$ cat src/rtl/svk_pkg.sv
package svk_pkg;
  localparam int BYTE_W = 8;

  typedef enum logic [1:0] {
    OUT_NONE    = 2'd0,
    OUT_REJECT  = 2'd1,
    OUT_LOCKOUT = 2'd2,
    OUT_GRANT   = 2'd3
  } verify_outcome_e;
endpackage

$ cat src/rtl/key_lane_cmp.sv
module key_lane_cmp
  import svk_pkg::*;
#(
  parameter int KEY_BYTES  = 8,
  parameter int HALF_BYTES = 4
) (
  input  logic [KEY_BYTES*BYTE_W-1:0] user_key,
  input  logic [KEY_BYTES*BYTE_W-1:0] stored_key,
  output logic                        all_eq
);
  logic [KEY_BYTES-1:0] lane_eq;

  // candidate byte i pairs with the mirrored byte of its own half
  for (genvar i = 0; i < KEY_BYTES; i++) begin : g_lane
    localparam int GRP = i / HALF_BYTES;
    localparam int POS = i % HALF_BYTES;
    localparam int OFS = GRP * HALF_BYTES + (HALF_BYTES - 1 - POS);
    assign lane_eq[i] = (user_key[i*BYTE_W +: BYTE_W] == stored_key[OFS*BYTE_W +: BYTE_W]);
  end

  assign all_eq = &lane_eq;
endmodule

$ cat src/rtl/key_validity.sv
module key_validity
  import svk_pkg::*;
#(
  parameter int KEY_BYTES = 8
) (
  input  logic [KEY_BYTES*BYTE_W-1:0] stored_key,
  output logic                        key_valid
);
  logic all_zero;
  logic all_ones;

  assign all_zero  = ~|stored_key;
  assign all_ones  = &stored_key;
  assign key_valid = !(all_zero || all_ones);
endmodule

$ cat src/rtl/verify_ctrl.sv
module verify_ctrl
  import svk_pkg::*;
(
  input  logic clk,
  input  logic rst,
  input  logic launch_i,
  input  logic code_hit_i,
  input  logic permit_i,
  input  logic en_ok_i,
  input  logic keys_equal_i,
  input  logic key_valid_i,
  output logic done_o,
  output logic err_o,
  output logic unsec_o
);
  verify_outcome_e outcome;
  logic            locked_q;

  always_comb begin
    outcome = OUT_NONE;
    if (launch_i && code_hit_i) begin
      if (!permit_i || !en_ok_i || locked_q) begin
        outcome = OUT_REJECT;
      end else if (!key_valid_i || !keys_equal_i) begin
        outcome = OUT_LOCKOUT;
      end else begin
        outcome = OUT_GRANT;
      end
    end
  end

  always_ff @(posedge clk) begin
    if (rst) begin
      done_o   <= 1'b0;
      err_o    <= 1'b0;
      unsec_o  <= 1'b0;
      locked_q <= 1'b0;
    end else begin
      done_o <= (outcome != OUT_NONE);
      case (outcome)
        OUT_REJECT: begin
          err_o <= 1'b1;
        end
        OUT_LOCKOUT: begin
          err_o    <= 1'b1;
          locked_q <= 1'b1;
        end
        OUT_GRANT: begin
          err_o   <= 1'b0;
          unsec_o <= 1'b1;
        end
        default: begin
        end
      endcase
    end
  end
endmodule

$ cat src/rtl/secure_key_verifier.sv
module secure_key_verifier
  import svk_pkg::*;
#(
  parameter int         CMD_SLOTS  = 12,
  parameter int         KEY_BYTES  = 8,
  parameter int         HALF_BYTES = 4,
  parameter int         KEY_SLOT0  = 4,
  parameter logic [7:0] CMD_CODE   = 8'h45,
  parameter logic [1:0] EN_CODE    = 2'b10
) (
  input  logic                        clk,
  input  logic                        rst,
  input  logic                        launch_i,
  input  logic [CMD_SLOTS*BYTE_W-1:0] cmd_i,
  input  logic [KEY_BYTES*BYTE_W-1:0] stored_key_i,
  input  logic                        access_ok_i,
  input  logic [1:0]                  key_en_i,
  output logic                        unsecure_o,
  output logic                        acc_err_o,
  output logic                        done_o
);
  localparam int KEY_W = KEY_BYTES * BYTE_W;

  logic             code_hit;
  logic             en_ok;
  logic             keys_equal;
  logic             key_valid;
  logic [KEY_W-1:0] user_key;
  logic             unused_slots;

  assign code_hit     = (cmd_i[BYTE_W-1:0] == CMD_CODE);
  assign en_ok        = (key_en_i == EN_CODE);
  assign user_key     = cmd_i[KEY_SLOT0*BYTE_W +: KEY_W];
  assign unused_slots = ^cmd_i[KEY_SLOT0*BYTE_W-1:BYTE_W];

  key_lane_cmp #(
    .KEY_BYTES (KEY_BYTES),
    .HALF_BYTES(HALF_BYTES)
  ) u_cmp (
    .user_key  (user_key),
    .stored_key(stored_key_i),
    .all_eq    (keys_equal)
  );

  key_validity #(
    .KEY_BYTES(KEY_BYTES)
  ) u_valid (
    .stored_key(stored_key_i),
    .key_valid (key_valid)
  );

  verify_ctrl u_ctrl (
    .clk         (clk),
    .rst         (rst),
    .launch_i    (launch_i),
    .code_hit_i  (code_hit),
    .permit_i    (access_ok_i),
    .en_ok_i     (en_ok),
    .keys_equal_i(keys_equal),
    .key_valid_i (key_valid),
    .done_o      (done_o),
    .err_o       (acc_err_o),
    .unsec_o     (unsecure_o)
  );
endmodule

$ cat config.mk
export PLATFORM = sky130hd
export DESIGN_NAME = secure_key_verifier
export DESIGN_NICKNAME = d
export VERILOG_FILES = /design/src/rtl/svk_pkg.sv /design/src/rtl/key_lane_cmp.sv /design/src/rtl/key_validity.sv /design/src/rtl/verify_ctrl.sv /design/src/rtl/secure_key_verifier.sv
export SDC_FILE = /design/constraint.sdc
export NUM_CORES = 1
export LEC_CHECK = 0
export CAP_MARGIN = 10
export CORE_MARGIN = 4
export CORE_UTILIZATION = 22
export CTS_CLUSTER_SIZE = 30
export DETAILED_ROUTE_END_ITERATION = 8
export GPL_TIMING_DRIVEN = 0
export PLACE_DENSITY_LB_ADDON = 0.3
export SLEW_MARGIN = 10
export SYNTH_ARGS = -nofsm -noshare
export SYNTH_HDL_FRONTEND = slang
export SYNTH_SLANG_ARGS = --single-unit
$ cat constraint.sdc
create_clock -name clk -period 1.4 [get_ports clk]
set_clock_uncertainty 0.05 [all_clocks]
set_input_delay 0.21 -clock clk [delete_from_list [all_inputs] [get_ports clk]]
set_output_delay 0.21 -clock clk [all_outputs]
set_load 0.005 [all_outputs]
==> metrics.csv <==
metric,value,unit
CP Launch Type,primary input,
Non-Filler Instances,365,
Syn Area/Cell,8.06,sq um
endpoints failing setup,3,
worst path bufs/invs,2,
WHS Endpoint,u_ctrl.unsec_o,
die width,81.2,um
Util after Layout,53.9,%
vias,1819,
failing checks,setup timing,
fillcell total,552,
setup ws final,-0.0878,ns
critical path class,in -> reg,
Detail Placement HPWL,5670,um
worst-path maximum fanout,4,
vias in the first global route,1949,
vias per cell,4.98,
"Clk Latency, worst-skew pair",0.23,ns
TritonRoute pass-1 iters,4,
# IOs,169,
worst r2r dst,u_ctrl.unsec_o,
Post-route DRC,0,
RSZ-0062 raised after global routing,yes,
Final ANT Viol Nets,0,
"Distinct cells, synth",17,
"most common cell after layout, fill and taps aside",xor2_1,
CTS tree,yes,
period utilisation layout,106,%
placer congestion estimate,0.823,
sw power,0.365,mW
Initial Util,22.9,%
# H-tree levels,1,
syn nets,312,
internal reg-to-reg setup slack,0.34,ns
"FF+latch count, synth",4,
share of cells above drive strength 1,38.3,%
input/output buffers,144,
Hold Crit Start,u_ctrl.unsec_o,
Comb pwr share,63.3,%
Crit-path slowest cell,clkdlybuf4s50_1,
Slew @ Worst Pin,0.324,ns
Final #Nets,463,
clk buf depth,2,
Setup WS pre-CTS,-0.772,ns
Storage cell area,80.1,sq um
worst vdd ir,288,uV
Compound-Gate Fraction of Synth Area,2.98,%
synthesized area,1180,sq um
Synth Area in Simple Gates,42.3,%
Critical Path AT,1.57,ns
Multi-input gate area,1370,sq um
CP endpoint kind,register,
core area,5140,sq um
Area after DPL,2710,sq um
Detailed Route WL,6650,um
final hold vios,0,
Avg WL per Cell,18.2,um
remaining global-route overflow,0,
gr usage total,19.1,%
Syn. warnings,0,
largest family of logic cells by synthesized area,XOR/XNOR gates,
CP top delay family,buffers and inverters,
Clock Tree Root,clkbuf_8,
initial DRC count,37,
initial antenna violation count,0,
Final min period,1.49,ns
biggest cell delay along the critical path,0.43,ns
Antenna Cells,0,
Rel. slew slack,78.2,%
die height,81.2,um
XOR/XNOR Fraction of Synth Area,47.6,%
Pwr Total,1.00,mW
worst r2r src,u_ctrl.locked_q,
Die Area,6590,sq um
placed cell count,360,
Reg2Reg Depth,3,
total of max-cap violations,0,
Layout area overhead,135,%
# rows,26,
worst endpoint required time,1.49,ns
Max Freq,0.672,GHz
P per Cell Area,362,nW/um^2
largest net degree at the start of global routing,5,
Final Max Tran Viols,0,
mux cell area share after synthesis,0,%
Hold Path Class,reg -> reg,
status,"finished, violations left",
leakage power,1.08,nW
first-pass GRT wire length,9470,um
Adder-Cell Fraction of Synth Area,0,%
Clk network pwr share,25.2,%
post-synthesis cell count,146,
Hold Path Cell Cnt,1,
"Clk pin slew, worst setup/hold paths",0.04,ns
Seq pwr share,11.5,%
most frequent cells in the layout,"61 x xor2_1, 43 x buf_2, 41 x dlygate4sd2_1",
post-synthesis sequential area ratio,6.80,%
CTS Buf Count,3,
CTS sink count,4,
"critical path, cell by cell",clkdlybuf4s50_1 > nor4b_2 > nand4_1 > buf_6 > nor2b_2 > a311oi_2,
cell area after layout,2770,sq um
switching share of power,36.4,%
Internal,0.638,mW
-- cell usage after synthesis --
cell type,count,area [sq um]
xor2_1,64,561
nor4_1,32,200
nand4_1,25,156
nor4_2,6,75.1
dfxtp_1,4,80.1
nor2_1,3,11.3
nor3_1,2,10.0
a21oi_1,1,5.00
a311oi_2,1,15.0
a32o_1,1,10.0
and4_4,1,11.3
inv_1,1,3.75
nand4bb_1,1,11.3
nor2b_1,1,6.26
nor3b_1,1,7.51
nor4b_1,1,8.76
o21ai_0,1,5.00
-- final cells by class --
cell class                 instances  share of cell area [%]
inverter                           1                   0.135
timing repair buffer             146                    43.1
multi-input combinational        141                    49.3
sequential                         4                    2.89
tap                               70                    3.16
clock buffer                       3                    1.49
-- power groups by stage --
stage | sequential [mW] | clock [mW] | combinational, mW
CTS | 0.115 | 0.259 | 0.625
floorplan | 0.116 | 0 | 0.160
global placement | 0.116 | 0 | 0.674
detailed placement | 0.116 | 0 | 0.680
finish | 0.115 | 0.253 | 0.635
global route | 0.115 | 0.263 | 0.683
-- cell families after synthesis --
kind of cell / after synthesis
and+or+nand+nor: 73
xor gates and xnor gates: 64
AOI/OAI and AO/OA: 4
DFF: 4
buffers and inverters: 1
-- layer usage --
layer	vias to the layer above	wire (um)	track usage, %
met2	103	3500	36.3
met1	829	2440	21.1
li1	879	-	-
met3	8	601	4.21
met4	0	106	5.41
met5	-	0	0
-- flip-flops by register name, summed over array words and instances (netlist names) --
signal / flops
u_ctrl.done_o: 1
u_ctrl.unsec_o: 1
u_ctrl.locked_q: 1
u_ctrl.err_o: 1
-- per-stage QoR --
stage | hold WS [ns] | setup TNS [ns]
2_1_floorplan | 0.228 | 0
4_1_cts | 0.423 | -0.146
3_3_place_gp | 0.420 | -2.29
5_1_grt | 0.455 | -0.398
6_report | 0.418 | -0.151
3_5_place_dp | 0.416 | -2.25
-- how the worst max path moves through the flow --
stage,endpoint,startpoint,depth (start not counted),slack (ns)
after floorplan,u_ctrl.err_o,stored_key_i[6],5,0.03
after global placement,u_ctrl.err_o,stored_key_i[14],6,-0.78
after detailed placement,u_ctrl.err_o,stored_key_i[12],6,-0.77
after CTS,u_ctrl.err_o,cmd_i[54],6,-0.07
after global routing,u_ctrl.unsec_o,cmd_i[54],6,-0.14
final,u_ctrl.err_o,cmd_i[4],6,-0.09
-- worst register-to-register path, cell delays in order (launching register included) --
cell and delay (ns):
dfxtp_1 0.31, nand4bb_1 0.26, nor3_2 0.19, a32o_1 0.18
-- repair_timing --
action / CTS / global route
endpoints found under the setup margin: 3 / 3
endpoints found under the hold margin: 0 / 0
pin swaps: 62 / 14
buffers inserted: 1 / 1
cloned: 0 / 0
gates resized for setup: 336 / 22
hold buffers: 0 / 0
Power figures use the tool's default switching activity.
